$ cat src/rtl/fbs_pkg.sv
package fbs_pkg;
    typedef enum logic [1:0] {
        ST_IDLE  = 2'd0,
        ST_ARMED = 2'd1,
        ST_DONE  = 2'd2
    } fbs_state_t;
endpackage

$ cat src/rtl/fbs_edge_det.sv
module fbs_edge_det (
    input  logic clk,
    input  logic rst_n,
    input  logic level_in,
    output logic rise
);
    logic level_q;

    // Reset high so a sync already asserted at reset release is not taken as an edge.
    always_ff @(posedge clk) begin
        if (!rst_n) level_q <= 1'b1;
        else        level_q <= level_in;
    end

    assign rise = level_in & ~level_q;
endmodule

$ cat src/rtl/fbs_addr_gen.sv
module fbs_addr_gen #(
    parameter int ADDR_W      = 32,
    parameter int CNT_W       = 11,
    parameter int BURST_BYTES = 32
) (
    input  logic              clk,
    input  logic              rst_n,
    input  logic              restart,
    input  logic              advance,
    input  logic [ADDR_W-1:0] base,
    output logic [ADDR_W-1:0] addr,
    output logic [CNT_W-1:0]  count
);
    localparam int OFS_W = $clog2(BURST_BYTES);
    localparam logic [ADDR_W-1:0] STEP = ADDR_W'(BURST_BYTES);

    logic [ADDR_W-1:0] addr_q;
    logic [CNT_W-1:0]  cnt_q;

    always_ff @(posedge clk) begin
        if (!rst_n) begin
            addr_q <= '0;
            cnt_q  <= '0;
        end else if (restart) begin
            addr_q <= {base[ADDR_W-1:OFS_W], {OFS_W{1'b0}}};
            cnt_q  <= '0;
        end else if (advance) begin
            addr_q <= addr_q + STEP;
            cnt_q  <= cnt_q + CNT_W'(1);
        end
    end

    assign addr  = addr_q;
    assign count = cnt_q;

    AST_ADDR_ADVANCE: assert property (@(posedge clk) disable iff (!rst_n)
        (advance && !restart) |=> addr == $past(addr) + STEP);
endmodule

$ cat src/rtl/fbs_drop_cnt.sv
module fbs_drop_cnt #(
    parameter int DROP_W = 16
) (
    input  logic              clk,
    input  logic              rst_n,
    input  logic              inc,
    output logic [DROP_W-1:0] value
);
    localparam logic [DROP_W-1:0] MAXV = {DROP_W{1'b1}};

    logic [DROP_W-1:0] cnt_q;

    always_ff @(posedge clk) begin
        if (!rst_n)                     cnt_q <= '0;
        else if (inc && cnt_q != MAXV)  cnt_q <= cnt_q + DROP_W'(1);
    end

    assign value = cnt_q;

    AST_DROP_SATURATE: assert property (@(posedge clk) disable iff (!rst_n)
        (value == MAXV) |=> value == MAXV);
    AST_DROP_STEP: assert property (@(posedge clk) disable iff (!rst_n)
        (inc && value != MAXV) |=> value == $past(value) + DROP_W'(1));
endmodule

$ cat src/rtl/fbuf_burst_seq.sv
module fbuf_burst_seq #(
    parameter int ADDR_W      = 32,
    parameter int CNT_W       = 11,
    parameter int DROP_W      = 16,
    parameter int BURST_BYTES = 32
) (
    input  logic              clk,
    input  logic              rst_n,
    input  logic              vsync,
    input  logic              burst_req,
    input  logic [ADDR_W-1:0] base_a,
    input  logic [ADDR_W-1:0] base_b,
    input  logic [CNT_W-1:0]  burst_total,
    output logic [ADDR_W-1:0] wr_addr,
    output logic              wr_strobe,
    output logic              burst_ack,
    output logic              frame_done,
    output logic              active_buf,
    output logic              done_buf,
    output logic              short_frame,
    output logic [DROP_W-1:0] drop_count
);
    import fbs_pkg::*;

    localparam int OFS_W = $clog2(BURST_BYTES);

    fbs_state_t        state_q, state_d;
    logic              vsync_rise;
    logic              accept;
    logic              last_burst;
    logic              drop_evt;
    logic [CNT_W-1:0]  burst_cnt;
    logic [CNT_W-1:0]  total_q;
    logic [ADDR_W-1:0] next_base;
    logic              buf_q, done_buf_q, frame_done_q, short_q;

    fbs_edge_det u_edge (
        .clk      (clk),
        .rst_n    (rst_n),
        .level_in (vsync),
        .rise     (vsync_rise)
    );

    // The buffer about to become active is the inverse of the current one.
    assign next_base = buf_q ? base_a : base_b;

    fbs_addr_gen #(
        .ADDR_W      (ADDR_W),
        .CNT_W       (CNT_W),
        .BURST_BYTES (BURST_BYTES)
    ) u_addr (
        .clk     (clk),
        .rst_n   (rst_n),
        .restart (vsync_rise),
        .advance (accept),
        .base    (next_base),
        .addr    (wr_addr),
        .count   (burst_cnt)
    );

    fbs_drop_cnt #(
        .DROP_W (DROP_W)
    ) u_drop (
        .clk   (clk),
        .rst_n (rst_n),
        .inc   (drop_evt),
        .value (drop_count)
    );

    // State register
    always_ff @(posedge clk) begin
        if (!rst_n) state_q <= ST_IDLE;
        else        state_q <= state_d;
    end

    // Next-state logic
    always_comb begin
        state_d = state_q;
        unique case (state_q)
            ST_IDLE:  if (vsync_rise) state_d = ST_ARMED;
            ST_ARMED: begin
                if (vsync_rise)      state_d = ST_ARMED;
                else if (last_burst) state_d = ST_DONE;
            end
            ST_DONE:  if (vsync_rise) state_d = ST_ARMED;
            default:  state_d = ST_IDLE;
        endcase
    end

    // Output and event decode
    always_comb begin
        accept     = (state_q == ST_ARMED) && !vsync_rise && burst_req;
        last_burst = accept && (burst_cnt + CNT_W'(1) == total_q);
        drop_evt   = burst_req && !accept;
        wr_strobe  = accept;
        burst_ack  = burst_req;
    end

    // Frame bookkeeping registers
    always_ff @(posedge clk) begin
        if (!rst_n) begin
            buf_q        <= 1'b1;
            done_buf_q   <= 1'b0;
            frame_done_q <= 1'b0;
            short_q      <= 1'b0;
            total_q      <= '0;
        end else begin
            frame_done_q <= last_burst;
            short_q      <= vsync_rise && (state_q == ST_ARMED);
            if (vsync_rise) begin
                buf_q   <= ~buf_q;
                total_q <= burst_total;
            end
            if (last_burst) done_buf_q <= buf_q;
        end
    end

    assign active_buf  = buf_q;
    assign done_buf    = done_buf_q;
    assign frame_done  = frame_done_q;
    assign short_frame = short_q;

    AST_BUF_TOGGLE: assert property (@(posedge clk) disable iff (!rst_n)
        vsync_rise |=> active_buf != $past(active_buf));
    AST_NO_EDGE_NO_FLIP: assert property (@(posedge clk) disable iff (!rst_n)
        !vsync_rise |=> active_buf == $past(active_buf));
    AST_ADDR_STEP: assert property (@(posedge clk) disable iff (!rst_n)
        wr_strobe |=> (!wr_strobe || wr_addr == $past(wr_addr) + ADDR_W'(BURST_BYTES)));
    AST_DONE_PULSE: assert property (@(posedge clk) disable iff (!rst_n)
        frame_done |=> !frame_done);
    AST_DONE_STOPS: assert property (@(posedge clk) disable iff (!rst_n)
        frame_done |-> !wr_strobe);
    AST_SHORT_PULSE: assert property (@(posedge clk) disable iff (!rst_n)
        short_frame |=> !short_frame);
    AST_STROBE_ACK: assert property (@(posedge clk) disable iff (!rst_n)
        wr_strobe |-> burst_ack);
    AST_ACK_NEEDS_REQ: assert property (@(posedge clk) disable iff (!rst_n)
        burst_ack |-> burst_req);
    AST_ADDR_ALIGN: assert property (@(posedge clk) disable iff (!rst_n)
        wr_strobe |-> wr_addr[OFS_W-1:0] == '0);
endmodule

$ cat config.mk
export PLATFORM = sky130hd
export DESIGN_NAME = fbuf_burst_seq
export DESIGN_NICKNAME = d
export VERILOG_FILES = /design/src/rtl/fbs_pkg.sv /design/src/rtl/fbs_edge_det.sv /design/src/rtl/fbs_addr_gen.sv /design/src/rtl/fbs_drop_cnt.sv /design/src/rtl/fbuf_burst_seq.sv
export SDC_FILE = /design/constraint.sdc
export NUM_CORES = 1
export LEC_CHECK = 0
export ABC_AREA = 1
export BUFFER_PORTS_ARGS = -buffer_cell sky130_fd_sc_hd__buf_2
export CAP_MARGIN = 0
export CORE_ASPECT_RATIO = 0.7
export CORE_MARGIN = 2
export CORE_UTILIZATION = 35
export DETAILED_ROUTE_END_ITERATION = 12
export PLACE_DENSITY = 0.57
export SETUP_SLACK_MARGIN = 0.15
export SLEW_MARGIN = 25
export SYNTH_ARGS = -nofsm -noshare
export SYNTH_HDL_FRONTEND = slang
export SYNTH_HIERARCHICAL = 1
export SYNTH_SLANG_ARGS = --single-unit
export TNS_END_PERCENT = 50
$ cat constraint.sdc
create_clock -name clk -period 2.84 [get_ports clk]
set_input_delay 0.284 -clock clk [delete_from_list [all_inputs] [get_ports clk]]
set_output_delay 0.284 -clock clk [all_outputs]
set_load 0.02 [all_outputs]
Yosys cells after proc, flatten, opt, wreduce, memory -nomap -nowiden. Index checks and enable logic that the tools add are counted.

Register bits after elaboration: 77. Output and inout bits: 54. Word-level logic and storage cells: 44.

Add/sub/neg operators: 3. Equality and inequality tests: 6. Muxes and demuxes: 7. Bitwise operators: 4. Reduce and logical (&&, ||, !) cells: 13.

Operators by type and width (count): $mux W32 (3); $add A32 B6 Y32 const B (1); $add A16 B1 Y16 const B (1); $ne A16 B16 Y1 const B (1); $add A11 B1 Y11 const B (1); $eq A11 B11 Y1 (1); $logic_and A1 B1 Y1 (6); $mux W2 (3); $pmux W2 S2 (1); $reduce_or A2 Y1 (2); $ne A3 B3 Y1 const B (1); $not A1 Y1 (3); $eq A2 B1 Y1 const B (1); $eq A2 B2 Y1 const B (1); $logic_not A1 Y1 (2); $logic_not A2 Y1 (1); $ne A2 B1 Y1 const B (1); $reduce_and A2 Y1 (1); $reduce_bool A2 Y1 (1); $and A1 B1 Y1 (1).

Logic depth before layout (Yosys ltp).
Depth in word-level cells: 9. Gate-level depth with buffers: 13. Gate-level depth less buffers: 13.

Hierarchy. The synthesis kept the hierarchy.

Modules (own cells, without submodules): fbs_addr_gen (times used 1, cells each 343, area an instance 2280.9 um^2, sequential area each 760.7 um^2); fbuf_burst_seq (times used 1, cells each 279, area an instance 1466.4 um^2, sequential area each 340.3 um^2); fbs_drop_cnt (times used 1, cells each 149, area an instance 996.0 um^2, sequential area each 320.3 um^2); fbs_edge_det (times used 1, cells each 4, area an instance 33.8 um^2, sequential area each 20.0 um^2).

Worst setup path after synthesis. No wires, ideal clock.

Kind: input-to-reg. From: in vsync. To: reg u_addr.cnt_q[10] (netlist: u_addr/count[10]). Arrival: 1.524 ns. Data required time: 2.724 ns. Path slack: 1.200 ns. Cell stages on the path: 11. Buffers on the path: 0. Cell sequence: inv_1 -> nor2_2 -> inv_1 -> nand3_1 -> inv_1 -> and3_1 -> nand2_1 -> nor2_2 -> nand4_1 -> nand2_1 -> a21oi_1.

Cells in the longest elaborated chain, start to end: 4. Elaborated cells on any way between the ends: 5. Classes of those cells: bitwise (1); reduce/logical (4).

Ends and longest elaborated chain: start, declared (line fbuf_burst_seq.sv:9) `input logic vsync,`; $and A1 B1 Y1 (line fbs_edge_det.sv:15) `assign rise = level_in & ~level_q;`; named net vsync_rise (line fbuf_burst_seq.sv:28) `logic vsync_rise;`; $logic_not A1 Y1 (line fbuf_burst_seq.sv:92) `accept = (state_q == ST_ARMED) && !vsync_rise && burst_req;`; $logic_and A1 B1 Y1 (2 in a row) (line fbuf_burst_seq.sv:92); named net wr_strobe (line fbuf_burst_seq.sv:15) `output logic wr_strobe,`; end signal, assigned (line fbs_addr_gen.sv:29) `cnt_q <= cnt_q + CNT_W'(1);`; end, declared (line fbs_addr_gen.sv:18) `logic [CNT_W-1:0] cnt_q;`.

The timed path passes the listed nets, and every way through them passes these cells. A chain may end at the register's enable or synchronous reset.

Final worst setup path.
From: reg state_q[0]. To: reg u_addr.addr_q[26] (netlist: u_addr/addr[26]).

Cells in the longest elaborated chain, start to end: 4.

Ends and longest elaborated chain: start, declared (line fbuf_burst_seq.sv:27) `fbs_state_t state_q, state_d;`; start signal, assigned (line fbuf_burst_seq.sv:73) `else state_q <= state_d;`; $eq A2 B1 Y1 (line fbuf_burst_seq.sv:92); $logic_and A1 B1 Y1 (2 in a row) (line fbuf_burst_seq.sv:92); $reduce_bool A2 Y1 (no source line); end signal, assigned (line fbs_addr_gen.sv:25) `addr_q <= {base[ADDR_W-1:OFS_W], {OFS_W{1'b0}}};`; end signal, assigned (line fbs_addr_gen.sv:28) `addr_q <= addr_q + STEP;`; end, declared (line fbs_addr_gen.sv:17) `logic [ADDR_W-1:0] addr_q;`.

Every way passes these cells.

==> flow_metrics.env <==
export IMPL_syn_area_um2=4721
export IMPL_io_pins=133
export IMPL_setup_viol=0
export IMPL_slew_headroom_pct=41.76
export IMPL_cts_made_buffers=9
export IMPL_power_leakage_nw=2.640
export IMPL_detail_route_wl_per_cell_um=12.02
export IMPL_portBuffers=117
export IMPL_sw_frac_of_total_pct=26.36
export IMPL_drt_initial_drc_count=187
export IMPL_endpoint="u_addr/addr[26]"
export IMPL_crit_arrival_ns=2.32
export IMPL_h_tree_depth=3
export IMPL_drc=0
export IMPL_nNetsFinal=953
export IMPL_power_density_nw_per_um2=424.8
export IMPL_regToRegSetupSlack_ns=0.79
export IMPL_die_h_um=101.2
export IMPL_start_util_pct=35.81
export IMPL_crit_required_ns=3.11
export IMPL_num_rows=35
export IMPL_startpoint="state_q[0]"
export IMPL_syn_inst=760
export IMPL_timing_worst_slew_pin_value_ns=0.8726
export IMPL_dieArea_um2=14450
export IMPL_vias=4854
export IMPL_min_path_type="in2reg"
export IMPL_hold_viol=0
export IMPL_clkSlewWorstSetupHoldPaths_ns=0.06
export IMPL_viasPerCell=4.584
export IMPL_grt_overflow_total=0
export IMPL_drt_wl_total_mm=12.72
export IMPL_worst_r2r_cell_count=8
export IMPL_nFillCells=1479
export IMPL_reg2reg_from="state_q[0]"
export IMPL_dpl_hpwl_mm=9.365
export IMPL_core_area_um2=13180
export IMPL_clock_fmax_ghz=0.4871
export IMPL_grt_usage_pct=18.59
export IMPL_drv_slew=0
export IMPL_cts_tree="done"
export IMPL_status="finished, final reports clean"
export IMPL_clk_latency_ns=0.33
export IMPL_avgSynthCellArea_um2=6.212
export IMPL_post_cts_resized=0
export IMPL_clkPwrFrac_pct=43.5
export IMPL_period_minus_slack_ns=2.053
export IMPL_yosys_warnings=6
export IMPL_die_width_um=142.8
export IMPL_ctsHoldBuffers=0
export IMPL_cts_num_sinks=72
export IMPL_clock_root_buffer="clkbuf_16"
export IMPL_path_max_fanout=21
export IMPL_grt_pass1_wl_mm=21.29
export IMPL_fin_setup_tns_ns=0
export IMPL_layout_common_cells="nand2_1, buf_2, nor2_1"
export IMPL_antenna_cells=0
export IMPL_cts_path_max_buffers=2
export IMPL_p_int_mw=1.782
export IMPL_clock_skew_ns=0.005144
export IMPL_power_switching_mw=0.6379
export IMPL_grt_setup_unrepaired="no"
export IMPL_post_route_period_util_pct=72.29
export IMPL_vdd_drop_max_mv=0.2615
export IMPL_seqPwrFrac_pct=44.4
export IMPL_antenna_found_initial=0
export IMPL_reg2reg_to="u_addr/addr[26]"
export IMPL_place_inst=1044
export IMPL_gp_congestion=0.8311
export IMPL_finalNonFillerCells=1059
export IMPL_maxCapViolCount=0
export IMPL_comb_power_share_pct=12.1
export IMPL_grt_pass1_vias=4360
export IMPL_syn_to_final_growth_pct=20.67
export IMPL_drt_pass1_iter_count=4
export IMPL_path_class="reg2reg"
export IMPL_layout_drive_gt1_share_pct=21.97
export IMPL_final_common_cell="nand2_1"
export IMPL_ant_nets=0
export IMPL_grt_max_degree=38
export IMPL_cts_setup_buffers=0
export IMPL_cp_end_kind="flop"
export IMPL_start_kind="flop"
[through the flow]
stage	area (um2)	hold WS, ns	setup WS, ns	utilization, %	power (mW)
3_3_place_gp	5424	0.4681	0.7498	41.15	1.391
6_report	5697	0.1492	0.7870	43.22	2.420
3_5_place_dp	5424	0.4675	0.7367	41.15	1.392
2_1_floorplan	4736	0.3528	1.200	-	1.288
5_1_grt	5697	0.1334	0.5012	43.22	2.553
4_1_cts	5697	0.1393	0.7811	43.22	2.457
[sequential cells by signal, indices dropped and copies added, names as in the netlist]
| name | flops |
|---|---|
| active_buf | 1 |
| done_buf | 1 |
| frame_done | 1 |
| short_frame | 1 |
| state_q | 2 |
| total_q | 11 |
| u_addr/addr | 27 |
| u_addr/count | 11 |
| u_drop/value | 16 |
| u_edge/level_q | 1 |
[critical path: stages, from the launching register on]
cell     delay (ns)
dfxtp_1        0.34
inv_1          0.06
nor2_1         0.12
nand3_1        0.17
inv_1          0.27
nand2_1        0.16
inv_1          0.54
nand3_1        0.18
a21oi_1        0.15
[how the worst min path moves through the flow]
stage	from	endpoint	slack [ns]	cells past startpoint
floorplan	rst_n	u_edge/level_q	0.35	1
detailed placement	state_q[0]	state_q[0]	0.47	2
global route	vsync	u_edge/level_q	0.13	3
CTS	vsync	u_edge/level_q	0.14	3
finish	vsync	u_edge/level_q	0.15	3
global placement	state_q[0]	state_q[0]	0.47	2
[power by group through the flow]
stage,registers (mW),logic [mW],clock network (mW)
detailed placement,1.10,0.295,0
global placement,1.10,0.295,0
CTS,1.07,0.297,1.09
floorplan,1.11,0.177,0
finish,1.07,0.293,1.05
global route,1.08,0.336,1.14
[metal layers]
| layer | global-route usage, % | part of all wire (%) | up-vias |
|---|---|---|---|
| met5 | 0 | 0 | - |
| met4 | 3.808 | 0.64 | 0 |
| met3 | 5.532 | 4.8 | 6 |
| met2 | 27.26 | 39 | 95 |
| met1 | 27.02 | 55 | 2131 |
| li1 | - | - | 2622 |
[layout make-up]
class | count | area [um2] | share of cell area (%)
repair buffers | 123 | 630.6 | 11.07
well taps | 185 | 231.5 | 4.063
clock buffers | 11 | 252.7 | 4.437
clock inverters | 4 | 20.02 | 0.3514
multi-input cells | 586 | 2828 | 49.64
flip-flops and latches | 72 | 1441 | 25.30
inverters | 78 | 292.8 | 5.139
Power figures use the tool's default switching activity.
